==> src/rtl/mdio_pkg.sv <==
package mdio_pkg;
  localparam int unsigned ADDR_W   = 5;
  localparam int unsigned DATA_W   = 16;
  localparam int unsigned PRE_BITS = 32;
  // start pair + opcode pair + two address fields
  localparam int unsigned HDR_BITS = 4 + 2 * ADDR_W;
  localparam int unsigned IDX_TA   = PRE_BITS + HDR_BITS;
  localparam int unsigned IDX_LAST = IDX_TA + 2 + DATA_W;
  localparam int unsigned IDX_LAST_ERR = IDX_TA + PRE_BITS;
  localparam int unsigned IDX_W    = $clog2(IDX_LAST_ERR + 1);

  typedef enum logic [1:0] {
    ST_IDLE = 2'd0,
    ST_LOW  = 2'd1,
    ST_HIGH = 2'd2
  } eng_state_e;

  typedef struct packed {
    logic              rd;
    logic [ADDR_W-1:0] phy;
    logic [ADDR_W-1:0] regad;
    logic [DATA_W-1:0] wdata;
  } mdio_req_t;
endpackage

==> src/rtl/mdio_tick.sv <==
module mdio_tick #(
  parameter int unsigned DIV = 200
) (
  input  logic clk,
  input  logic rst_n,
  input  logic run,
  input  logic clear,
  output logic tick,
  output logic first
);
  localparam int unsigned CW = (DIV > 1) ? $clog2(DIV) : 1;
  localparam logic [CW-1:0] CNT_MAX = CW'(DIV - 1);

  logic [CW-1:0] cnt_q, cnt_d;

  always_comb begin
    cnt_d = cnt_q;
    if (clear) begin
      cnt_d = '0;
    end else if (run) begin
      cnt_d = (cnt_q == CNT_MAX) ? '0 : cnt_q + 1'b1;
    end
  end

  always_ff @(posedge clk or negedge rst_n) begin
    if (!rst_n) cnt_q <= '0;
    else        cnt_q <= cnt_d;
  end

  assign tick  = run && (cnt_q == CNT_MAX);
  assign first = (cnt_q == '0);
endmodule

==> src/rtl/mdio_framer.sv <==
module mdio_framer
  import mdio_pkg::*;
(
  input  logic [IDX_W-1:0] idx,
  input  mdio_req_t        req,
  output logic             bit_o,
  output logic             bit_oe
);
  localparam logic [IDX_W-1:0] I_START = IDX_W'(PRE_BITS);
  localparam logic [IDX_W-1:0] I_OP    = IDX_W'(PRE_BITS + 2);
  localparam logic [IDX_W-1:0] I_PHY   = IDX_W'(PRE_BITS + 4);
  localparam logic [IDX_W-1:0] I_REG   = IDX_W'(PRE_BITS + 4 + ADDR_W);
  localparam logic [IDX_W-1:0] I_TA    = IDX_W'(IDX_TA);
  localparam logic [IDX_W-1:0] I_LAST  = IDX_W'(IDX_LAST);

  logic [IDX_W-1:0] off;

  always_comb begin
    bit_o  = 1'b1;
    bit_oe = 1'b1;
    off    = '0;
    if (idx < I_START) begin
      bit_o = 1'b1;
    end else if (idx < I_OP) begin
      bit_o = (idx == I_START + 1'b1);
    end else if (idx < I_PHY) begin
      bit_o = req.rd ? (idx == I_OP) : (idx == I_OP + 1'b1);
    end else if (idx < I_REG) begin
      off   = I_REG - 1'b1 - idx;
      bit_o = req.phy[off[2:0]];
    end else if (idx < I_TA) begin
      off   = I_TA - 1'b1 - idx;
      bit_o = req.regad[off[2:0]];
    end else if (req.rd) begin
      bit_o  = 1'b0;
      bit_oe = 1'b0;
    end else if (idx == I_TA) begin
      bit_o = 1'b1;
    end else if (idx == I_TA + 1'b1) begin
      bit_o = 1'b0;
    end else if (idx < I_LAST) begin
      off   = I_LAST - 1'b1 - idx;
      bit_o = req.wdata[off[3:0]];
    end else begin
      bit_o  = 1'b0;
      bit_oe = 1'b0;
    end
  end
endmodule

==> src/rtl/mdio_engine.sv <==
module mdio_engine
  import mdio_pkg::*;
(
  input  logic              clk,
  input  logic              rst_n,
  input  logic              start,
  input  mdio_req_t         req_in,
  input  logic              tick,
  input  logic              first,
  input  logic              mdio_i,
  input  logic              fr_o,
  input  logic              fr_oe,
  output logic [IDX_W-1:0]  idx_nxt,
  output mdio_req_t         req_cur,
  output logic              run,
  output logic              clear,
  output logic              mdc,
  output logic              mdio_o,
  output logic              mdio_oe,
  output logic              busy,
  output logic              done,
  output logic              err,
  output logic [DATA_W-1:0] rdata
);
  localparam logic [IDX_W-1:0] I_TA   = IDX_W'(IDX_TA);
  localparam logic [IDX_W-1:0] I_DEND = IDX_W'(IDX_TA + DATA_W);
  localparam logic [IDX_W-1:0] I_LAST = IDX_W'(IDX_LAST);
  localparam logic [IDX_W-1:0] I_LERR = IDX_W'(IDX_LAST_ERR);

  eng_state_e        state_q, state_d;
  logic [IDX_W-1:0]  idx_q, idx_d;
  logic              mdc_q, mdc_d;
  logic              o_q, o_d;
  logic              oe_q, oe_d;
  mdio_req_t         req_q, req_d;
  logic              recov_q, recov_d;
  logic [DATA_W-1:0] shreg_q, shreg_d;
  logic [DATA_W-1:0] rdata_q, rdata_d;
  logic              err_q, err_d;
  logic              done_q, done_d;

  logic at_ta, in_data, at_last;

  assign idx_nxt = idx_q + 1'b1;
  assign at_ta   = (idx_q == I_TA);
  assign in_data = (idx_q > I_TA) && (idx_q <= I_DEND);
  assign at_last = recov_q ? (idx_q == I_LERR) : (idx_q == I_LAST);

  always_comb begin
    state_d = state_q;
    idx_d   = idx_q;
    mdc_d   = mdc_q;
    o_d     = o_q;
    oe_d    = oe_q;
    req_d   = req_q;
    recov_d = recov_q;
    shreg_d = shreg_q;
    rdata_d = rdata_q;
    err_d   = err_q;
    done_d  = 1'b0;
    clear   = 1'b0;
    unique case (state_q)
      ST_IDLE: begin
        if (start) begin
          state_d = ST_LOW;
          req_d   = req_in;
          idx_d   = '0;
          recov_d = 1'b0;
          err_d   = 1'b0;
          mdc_d   = 1'b0;
          o_d     = 1'b1;
          oe_d    = 1'b1;
          clear   = 1'b1;
        end
      end
      ST_LOW: begin
        if (tick) begin
          state_d = ST_HIGH;
          mdc_d   = 1'b1;
        end
      end
      ST_HIGH: begin
        if (first && req_q.rd && !recov_q) begin
          if (at_ta && mdio_i) recov_d = 1'b1;
          if (in_data)         shreg_d = {shreg_q[DATA_W-2:0], mdio_i};
        end
        if (tick) begin
          if (at_last) begin
            state_d = ST_IDLE;
            done_d  = 1'b1;
            err_d   = req_q.rd & recov_q;
            if (req_q.rd) rdata_d = recov_q ? '0 : shreg_q;
          end else begin
            state_d = ST_LOW;
            mdc_d   = 1'b0;
            idx_d   = idx_nxt;
            o_d     = fr_o;
            oe_d    = fr_oe;
          end
        end
      end
      default: state_d = ST_IDLE;
    endcase
  end

  always_ff @(posedge clk or negedge rst_n) begin
    if (!rst_n) begin
      state_q <= ST_IDLE;
      idx_q   <= '0;
      mdc_q   <= 1'b1;
      o_q     <= 1'b0;
      oe_q    <= 1'b0;
      req_q   <= '0;
      recov_q <= 1'b0;
      shreg_q <= '0;
      rdata_q <= '0;
      err_q   <= 1'b0;
      done_q  <= 1'b0;
    end else begin
      state_q <= state_d;
      idx_q   <= idx_d;
      mdc_q   <= mdc_d;
      o_q     <= o_d;
      oe_q    <= oe_d;
      req_q   <= req_d;
      recov_q <= recov_d;
      shreg_q <= shreg_d;
      rdata_q <= rdata_d;
      err_q   <= err_d;
      done_q  <= done_d;
    end
  end

  assign req_cur = req_q;
  assign run     = (state_q != ST_IDLE);
  assign mdc     = mdc_q;
  assign mdio_o  = o_q;
  assign mdio_oe = oe_q;
  assign busy    = (state_q != ST_IDLE);
  assign done    = done_q;
  assign err     = err_q;
  assign rdata   = rdata_q;

  AST_IDLE_LINE: assert property (@(posedge clk) disable iff (!rst_n)
    (state_q == ST_IDLE) |-> (mdc_q && !oe_q));
  AST_HOLD_LINE: assert property (@(posedge clk) disable iff (!rst_n)
    (mdc_q && $past(mdc_q)) |-> ($stable(o_q) && $stable(oe_q)));
  AST_TA_RELEASED: assert property (@(posedge clk) disable iff (!rst_n)
    (req_q.rd && (state_q != ST_IDLE) && (idx_q >= I_TA)) |-> !oe_q);
  AST_ERR_NO_DATA: assert property (@(posedge clk) disable iff (!rst_n)
    (done_q && err_q) |-> (rdata_q == '0));
  AST_WR_NO_ERR: assert property (@(posedge clk) disable iff (!rst_n)
    (done_q && !req_q.rd) |-> !err_q);
  AST_DONE_PULSE: assert property (@(posedge clk) disable iff (!rst_n)
    done_q |=> !done_q);
  AST_DONE_IDLE: assert property (@(posedge clk) disable iff (!rst_n)
    done_q |-> (state_q == ST_IDLE));
  AST_REQ_FROZEN: assert property (@(posedge clk) disable iff (!rst_n)
    ((state_q != ST_IDLE) && $past(state_q != ST_IDLE)) |-> $stable(req_q));
endmodule

==> src/rtl/mdio_master.sv <==
module mdio_master
  import mdio_pkg::*;
#(
  parameter int unsigned DIV = 200
) (
  input  logic              clk,
  input  logic              rst_n,
  input  logic              start,
  input  logic              rd_nwr,
  input  logic [ADDR_W-1:0] phy_addr,
  input  logic [ADDR_W-1:0] reg_addr,
  input  logic [DATA_W-1:0] wdata,
  output logic [DATA_W-1:0] rdata,
  output logic              busy,
  output logic              done,
  output logic              err,
  output logic              mdc,
  output logic              mdio_o,
  output logic              mdio_oe,
  input  logic              mdio_i
);
  logic [1:0]       rst_sync_q;
  logic             rst_core_n;
  logic             tick, first, run, clear;
  logic             fr_o, fr_oe;
  logic [IDX_W-1:0] idx_nxt;
  mdio_req_t        req_in, req_cur;

  // assert asynchronously, release on the clock
  always_ff @(posedge clk or negedge rst_n) begin
    if (!rst_n) rst_sync_q <= '0;
    else        rst_sync_q <= {rst_sync_q[0], 1'b1};
  end
  assign rst_core_n = rst_sync_q[1];

  assign req_in = '{rd: rd_nwr, phy: phy_addr, regad: reg_addr, wdata: wdata};

  mdio_tick #(.DIV(DIV)) u_tick (
    .clk   (clk),
    .rst_n (rst_core_n),
    .run   (run),
    .clear (clear),
    .tick  (tick),
    .first (first)
  );

  mdio_framer u_framer (
    .idx    (idx_nxt),
    .req    (req_cur),
    .bit_o  (fr_o),
    .bit_oe (fr_oe)
  );

  mdio_engine u_engine (
    .clk     (clk),
    .rst_n   (rst_core_n),
    .start   (start),
    .req_in  (req_in),
    .tick    (tick),
    .first   (first),
    .mdio_i  (mdio_i),
    .fr_o    (fr_o),
    .fr_oe   (fr_oe),
    .idx_nxt (idx_nxt),
    .req_cur (req_cur),
    .run     (run),
    .clear   (clear),
    .mdc     (mdc),
    .mdio_o  (mdio_o),
    .mdio_oe (mdio_oe),
    .busy    (busy),
    .done    (done),
    .err     (err),
    .rdata   (rdata)
  );
endmodule

==> config.mk <==
export PLATFORM = sky130hd
export DESIGN_NAME = mdio_master
export DESIGN_NICKNAME = d
export VERILOG_FILES = /design/src/rtl/mdio_pkg.sv /design/src/rtl/mdio_tick.sv /design/src/rtl/mdio_framer.sv /design/src/rtl/mdio_engine.sv /design/src/rtl/mdio_master.sv
export SDC_FILE = /design/constraint.sdc
export NUM_CORES = 1
export LEC_CHECK = 0
export BUFFER_PORTS_ARGS = -buffer_cell sky130_fd_sc_hd__buf_2
export CORE_ASPECT_RATIO = 0.5
export CORE_MARGIN = 2
export CORE_UTILIZATION = 25
export CTS_CLUSTER_DIAMETER = 200
export DETAILED_ROUTE_END_ITERATION = 6
export SLEW_MARGIN = 25
export SYNTH_ARGS = -nofsm -noshare
export SYNTH_HDL_FRONTEND = slang
export SYNTH_SLANG_ARGS = --single-unit
==> constraint.sdc <==
create_clock -name clk -period 3.4 [get_ports clk]
set_input_delay 0.68 -clock clk [delete_from_list [all_inputs] [get_ports clk]]
set_output_delay 0.68 -clock clk [all_outputs]
set_load 0.01 [all_outputs]
# Yosys cells after proc, flatten, opt, wreduce, memory -nomap -nowiden
# Index checks and enable logic that the tools add are counted.
[word_totals]
word_cells = 133
register_bits = 84
[classes]
addsub = 5
eq_ne = 18
n_mux = 62
reduce_logical = 20
order_cmp = 11
bitwise_logic = 1
[op_table]
columns = ["cell", "count"]
rows = [
  ["equality test 7 x 6 -> 1 bit (second input constant)", 6],
  ["two-way mux 1 bit", 42],
  ["< comparator 7 x 6 -> 1 bit (second input constant)", 5],
  ["two-way mux 8 bit", 3],
  ["two-way mux 7 bit", 3],
  ["two-way mux 16 bit", 1],
  ["AND reduction 4 bit", 4],
  ["equality test 7 bit (second input constant)", 2],
  ["case mux 7 bit (2 select lines)", 1],
  ["adder 8 x 1 -> 8 bit (second input constant)", 1],
  ["equality test 8 bit (second input constant)", 1],
  ["logical NOT 8 bit", 1],
  ["< comparator 3 x 4 -> 1 bit (second input constant)", 2],
  ["inequality test 2 bit (second input constant)", 4],
  ["case mux 1 bit (2 select lines)", 4],
  ["adder 7 x 1 -> 7 bit (second input constant)", 1],
  ["> comparator 7 x 6 -> 1 bit (second input constant)", 1],
  ["<= comparator 7 x 6 -> 1 bit (second input constant)", 1],
  ["< comparator 7 bit (second input constant)", 1],
  ["binary-select mux 1 bit (select 3 bit)", 2],
  ["two-way mux 2 bit", 3],
  ["inequality test 2 x 1 -> 1 bit (second input constant)", 3],
  ["case mux 2 bit (3 select lines)", 1],
  ["AND reduction 3 bit", 2],
  ["16 further kinds", 22],
]

# Logic depth before layout (Yosys ltp)
[logic_depth]
depth_word = 16
ltp_mapped = 14
ltp_nobuf = 11

# Cells and area by module
# A second synthesis with hierarchy kept.
[unflattened]
cells_unflattened = 377
area_unflattened_um2 = 4181.5
[by_module_without_submodules]
columns = ["module", "instances", "area_each_um2", "cells_per_inst"]
rows = [
  ["mdio_engine", 1, 3128.0, 252],
  ["mdio_tick", 1, 500.5, 56],
  ["mdio_framer", 1, 499.2, 66],
  ["mdio_master", 1, 53.8, 3],
]

# Worst setup path before layout
# OpenSTA, ideal clock, no wires.
[synth_path]
path_kind = "register to register"
start = "reg u_engine.idx_q[0]"
end = "reg u_engine.oe_q, in the netlist u_engine.mdio_oe"
arrival_time_ps = 2700
slack_ps = 574
path_stages_with_launch = 12
period_less_slack_ps = 2826
path_buffers = 3
cell_sequence = "dfrtp_1 > buf_4 > buf_4 > inv_1 > ha_1 > clkbuf_1 > inv_1 > ha_1 > or3_1 > a32oi_1 > a21oi_1 > o32a_1"
[synth_via]
elab_chain_cells = 14
[synth_lines]
columns = ["element", "line_no", "text"]
rows = [
  ["start, declared", "mdio_engine.sv:31", "logic [IDX_W-1:0] idx_q, idx_d;"],
  ["start signal, assigned", "mdio_engine.sv:121", "idx_q <= idx_d;"],
  ["adder 7 x 1 -> 7 bit", "mdio_engine.sv:44", "assign idx_nxt = idx_q + 1'b1;"],
  ["< comparator 7 bit", "mdio_framer.sv:41", "end else if (idx < I_LAST) begin"],
  ["two-way mux 1 bit", "mdio_framer.sv:41", ""],
  ["two-way mux 1 bit", "mdio_framer.sv:39", "end else if (idx == I_TA + 1'b1) begin"],
  ["two-way mux 1 bit", "mdio_framer.sv:37", "end else if (idx == I_TA) begin"],
  ["two-way mux 1 bit", "mdio_framer.sv:34", "end else if (req.rd) begin"],
  ["two-way mux 1 bit", "mdio_framer.sv:31", "end else if (idx < I_TA) begin"],
  ["two-way mux 1 bit", "mdio_framer.sv:28", "end else if (idx < I_REG) begin"],
  ["two-way mux 1 bit", "mdio_framer.sv:26", "end else if (idx < I_PHY) begin"],
  ["two-way mux 1 bit", "mdio_framer.sv:24", "end else if (idx < I_OP) begin"],
  ["two-way mux 1 bit", "mdio_framer.sv:22", "if (idx < I_START) begin"],
  ["two-way mux 1 bit", "mdio_engine.sv:88", "if (at_last) begin"],
  ["two-way mux 1 bit", "mdio_engine.sv:87", "if (tick) begin"],
  ["case mux 1 bit (2 select lines)", "mdio_engine.sv:62", "unique case (state_q)"],
  ["end signal, assigned", "mdio_engine.sv:112", "oe_q <= 1'b0;"],
  ["end signal, assigned", "mdio_engine.sv:124", "oe_q <= oe_d;"],
  ["end, declared", "mdio_engine.sv:34", "logic oe_q, oe_d;"],
]
# Several ways; a longest one is shown, not always the timed one. The select of a mux whose other input is x is not followed.
# A chain may end at the register's enable or synchronous reset.

# Worst setup path after layout
[layout_path]
start = "reg u_engine.idx_q[0]"
end = "reg u_engine.o_q, in the netlist u_engine.mdio_o"
[layout_via]
elab_chain_cells = 16
[layout_lines]
columns = ["element", "line_no", "text"]
rows = [
  ["adder 7 x 1 -> 7 bit", "mdio_engine.sv:44", ""],
  ["subtractor 4 bit", "mdio_framer.sv:42", "off = I_LAST - 1'b1 - idx;"],
  ["binary-select mux 1 bit (select 4 bit)", "mdio_framer.sv:43", "bit_o = req.wdata[off[3:0]];"],
  ["two-way mux 1 bit (implied by the code)", "mdio_framer.sv:43", ""],
  ["two-way mux 1 bit", "mdio_framer.sv:41", ""],
  ["two-way mux 1 bit", "mdio_framer.sv:39", ""],
  ["two-way mux 1 bit", "mdio_framer.sv:37", ""],
  ["two-way mux 1 bit", "mdio_framer.sv:34", ""],
  ["two-way mux 1 bit", "mdio_framer.sv:31", ""],
  ["two-way mux 1 bit", "mdio_framer.sv:28", ""],
  ["two-way mux 1 bit", "mdio_framer.sv:26", ""],
  ["two-way mux 1 bit", "mdio_framer.sv:24", ""],
  ["two-way mux 1 bit", "mdio_framer.sv:22", ""],
  ["two-way mux 1 bit", "mdio_engine.sv:88", ""],
  ["two-way mux 1 bit", "mdio_engine.sv:87", ""],
  ["case mux 1 bit (2 select lines)", "mdio_engine.sv:62", ""],
  ["end signal, assigned", "mdio_engine.sv:111", "o_q <= 1'b0;"],
  ["end signal, assigned", "mdio_engine.sv:123", "o_q <= o_d;"],
  ["end, declared", "mdio_engine.sv:33", "logic o_q, o_d;"],
]
# Several ways; a longest one is shown, not always the timed one. The select of a mux whose other input is x is not followed.

==> results_dict.tcl <==
set metrics [dict create \
    setup_total_negative_slack_ns 0 \
    arrival_time_worst_endpoint_ns 3.14 \
    post-dp-hpwl_um 6505 \
    wl_cell_um 14.02 \
    rows 33 \
    synth_compound_gate_area_share_pct 10.76 \
    grt.overflow.total 0 \
    layout_min_cycle_time_ns 2.911 \
    synth_seq_cells 84 \
    globalRouteTotalUtil_pct 10.66 \
    vias_per_cell 4.529 \
    placedCellCount 645 \
    post_synth_main_area_contributors "sky130_fd_sc_hd__dfrtp_1, sky130_fd_sc_hd__mux2_2, sky130_fd_sc_hd__o21ai_0, sky130_fd_sc_hd__nand2_1, sky130_fd_sc_hd__ha_1" \
    drt-total-wl_um 9251 \
    gpl.final_weighted_congestion 0.8581 \
    initialDrtViolationCount 191 \
    cts_inserted_buffers 9 \
    critical_path.endpoint_type "flop" \
    worstSetupPathType "flop to flop" \
    synth-edff-count 0 \
    synthAdderAreaFrac_pct 2.909 \
    yosys.area.top_type_share_pct 48.28 \
    diodes 0 \
    async_reset_ff_share_pct 100.0 \
    number_of_i_o_port_buffers 52 \
    num-nets-final 470 \
    power.density_nw_per_um2 543.2 \
    chipHeight_um 96.76 \
    final-instance-count-excl-fill 660 \
    max_cap_violations 0 \
    grt_pass1_wl_um 15680 \
    report.final.slew_viol_count 0 \
    ys_seq_area_share_pct 48.89 \
    fp.coreArea_um2 16600 \
    route.antenna.remaining_nets 0 \
    achievable-frequency_mhz 343.5 \
    worst_path_largest_cell_delay_ns 0.58 \
    synth_simple_gate_area_share_pct 14.95 \
    worst-path-max-fanout 11 \
    worst_hold_path_type "input port to asynchronous set/reset pin" \
    drt_drc_violations_left 0 \
    syn2layout_area_growth_pct 17.51 \
    post_cts_resized 0 \
    crit_path_cell_trace "inv_1 > ha_1 > inv_1 > ha_1 > or3_1 > a32oi_1 > o41ai_1 > nand2_1 > a32o_1 > a21oi_2" \
    syn_inst 385 \
    worst-slew-pin-transition_ns 0.8732 \
    num-fill-cells 1724 \
    layout_worst_path_cycle_share_pct 85.63 \
    clk_transition_reported_paths_ns 0.06 \
    cts_hold_repair.buffers 0 \
    vias 2989 \
    synth-xor-area-share_pct 1.978 \
    clkSinkCount 84 \
    grt_start_max_net_pins 49 \
    dominant_combinational_cell_family_by_area_after_synthesis "multiplexers" \
    run_status "finished clean" \
    pin_count 53 \
    clock-skew-final_ns 0.005649 \
    clk_root_buffer_cell "sky130_fd_sc_hd__clkbuf_16" \
    drt-pass1-iter-count 4 \
    avgSynthCellArea_um2 11.17 \
    worst_skew_pair.late_latency_ns 0.34 \
    cts_buffer_depth 2 \
    prevailing_post_synth_register_cell "sky130_fd_sc_hd__dfrtp_1" \
    holdWs_ns 0.1191 \
    total_leakage_power_nw 2.203 \
    synth.cell_area_um2 4302 \
    timing.final.hold_violations 0 \
    critical-path-slowest-cell "sky130_fd_sc_hd__ha_1" \
    irDropWorstVdd_v 0.0001994 \
    ys_warn_count 0 \
    synth_nets 426 \
    finalSetupViolations 0 \
    timing.slew.headroom_pct 41.65 \
    antenna_found_initial 0 \
    htree_num_levels 3 \
    start_util_pct 25.92 \
    dieWidth_um 189.5 \
    critPathLaunchType "flop" \
    floorplan.die_area_um2 18340 \
    first_global_vias 3003 \
    synth.mux.area_fraction_pct 15.45 \
    synth_largest_area_cell "sky130_fd_sc_hd__dfrtp_1" \
    synthDistinctLibCells 64 \
    cts_setup_buffers 0 \
    setup_repair_after_global_routing_missed_its_margin "false" \
    post_route_cells_drive_above_1_share_pct 31.41 \
    cp_data_required_time_ns 3.62 \
    tritoncts "done" \
    worst-path-buf-inv 2 \
    worst_path_dominant_cell_family "adder cells" \
]
[cells in the mapped netlist, drive strengths merged, types with 2 or more instances]
cell type / instances
a31oi: 2
xnor2: 4
nand3: 17
nor3: 4
nor2: 14
a21oi: 11
nand4: 5
clkbuf: 11
or3b: 2
a32oi: 3
xor2: 4
nand2b: 18
a32o: 2
o21ai: 40
o211ai: 2
nor4b: 2
mux4: 6
nand2: 38
dfrtp: 83
or3: 2
o31ai: 4
and4: 3
o41ai: 2
and3: 4
mux2i: 3
inv: 13
and2: 4
buf: 12
mux2: 43
ha: 10
[layout make-up]
cell class / instances / area [µm²] / area share (%)
multi-input combinational: 264 / 1984 / 39.26
tap: 227 / 284.0 / 5.619
sequential: 84 / 2107 / 41.68
clock inverter: 4 / 73.82 / 1.460
timing repair buffer: 56 / 310.3 / 6.139
inverter: 14 / 52.55 / 1.040
clock buffer: 11 / 242.7 / 4.802
[cell families (layout without fill, tap and decap cells)]
family / count (synthesis) / after routing
AOI/OAI and AO/OA: 75 / 75
xor gates and xnor gates: 8 / 8
adders and majority gates: 10 / 10
buffers and inverters: 37 / 85
DFF: 84 / 84
muxes: 52 / 52
other: 1 / 1
and+or+nand+nor: 118 / 118
[placed cells by master (no fill, tap or decap), types with 2 or more instances in the layout]
cell type                   instances
sky130_fd_sc_hd__a32oi_1            3
sky130_fd_sc_hd__inv_1             13
sky130_fd_sc_hd__nand2b_1          18
sky130_fd_sc_hd__o41ai_1            2
sky130_fd_sc_hd__mux2i_1            3
sky130_fd_sc_hd__and3_1             3
sky130_fd_sc_hd__nor4b_1            2
sky130_fd_sc_hd__nand4_1            4
sky130_fd_sc_hd__o21ai_0           39
sky130_fd_sc_hd__a32o_1             2
sky130_fd_sc_hd__dfrtp_1           82
sky130_fd_sc_hd__xnor2_1            3
sky130_fd_sc_hd__o211ai_1           2
sky130_fd_sc_hd__buf_2             52
sky130_fd_sc_hd__o31ai_1            4
sky130_fd_sc_hd__nor2_1            13
sky130_fd_sc_hd__and4_1             3
sky130_fd_sc_hd__nor3_1             4
sky130_fd_sc_hd__a21oi_1            9
sky130_fd_sc_hd__xor2_1             3
sky130_fd_sc_hd__buf_4              3
sky130_fd_sc_hd__bufinv_16          2
sky130_fd_sc_hd__a21oi_2            2
sky130_fd_sc_hd__mux4_2             2
sky130_fd_sc_hd__ha_1              10
sky130_fd_sc_hd__nand2_1           37
sky130_fd_sc_hd__and2_2             3
sky130_fd_sc_hd__mux2_2            43
sky130_fd_sc_hd__nand3_1           16
sky130_fd_sc_hd__mux4_1             4
sky130_fd_sc_hd__a31oi_1            2
sky130_fd_sc_hd__clkbuf_16          9
[sequential cells by signal, indices dropped and copies added (netlist names)]
register / cells
u_engine.req_cur: 27
u_engine.rdata: 16
u_engine.shreg_q: 16
u_tick.cnt_q: 8
u_engine.idx_q: 7
rst_sync_q: 2
u_engine.state_q: 2
u_engine.done: 1
u_engine.err: 1
u_engine.mdc: 1
u_engine.mdio_o: 1
u_engine.mdio_oe: 1
u_engine.recov_q: 1
[metal layers]
layer,vias to the layer above,share of wire (%),GRT usage (%)
met1,1471,48,14.48
met3,16,3.2,2.395
met4,0,2.3,4.413
li1,1458,-,-
met2,44,46,16.43
met5,-,0,0
[per-stage QoR]
stage          power (mW)  worst slack (ns)  cell area (µm²)  util [%]
4_1_cts             2.780            0.5291             5055     30.45
6_report            2.746            0.4887             5055     30.45
3_3_place_gp        1.701            0.6148             4711     28.38
5_1_grt             2.887            0.2499             5055     30.45
2_1_floorplan       1.600            0.5736             4302         -
3_5_place_dp        1.719            0.5488             4738     28.55
[final timing paths]
path,startpoint,end,slack (ns),cells past startpoint
max,u_engine.idx_q[0],u_engine.mdio_o,0.49,10
max in group asynchronous,rst_sync_q[1],u_engine.mdc,2.45,1
max reg2reg,u_engine.idx_q[0],u_engine.mdio_o,0.49,10
min reg2reg,rst_sync_q[1],u_engine.rdata[8],0.29,0
min in group clk,rst_sync_q[0],rst_sync_q[1],0.35,0
min,rst_n,rst_sync_q[1],0.12,1
[power breakdown]
group	switching (mW)	internal [mW]	leakage [nW]	total, mW
sequential	0.130	1.15	1.08	1.28
clock	0.388	0.659	0.156	1.05
combinational	0.180	0.236	0.967	0.416
No activity file was read; power rests on OpenSTA's default activity.
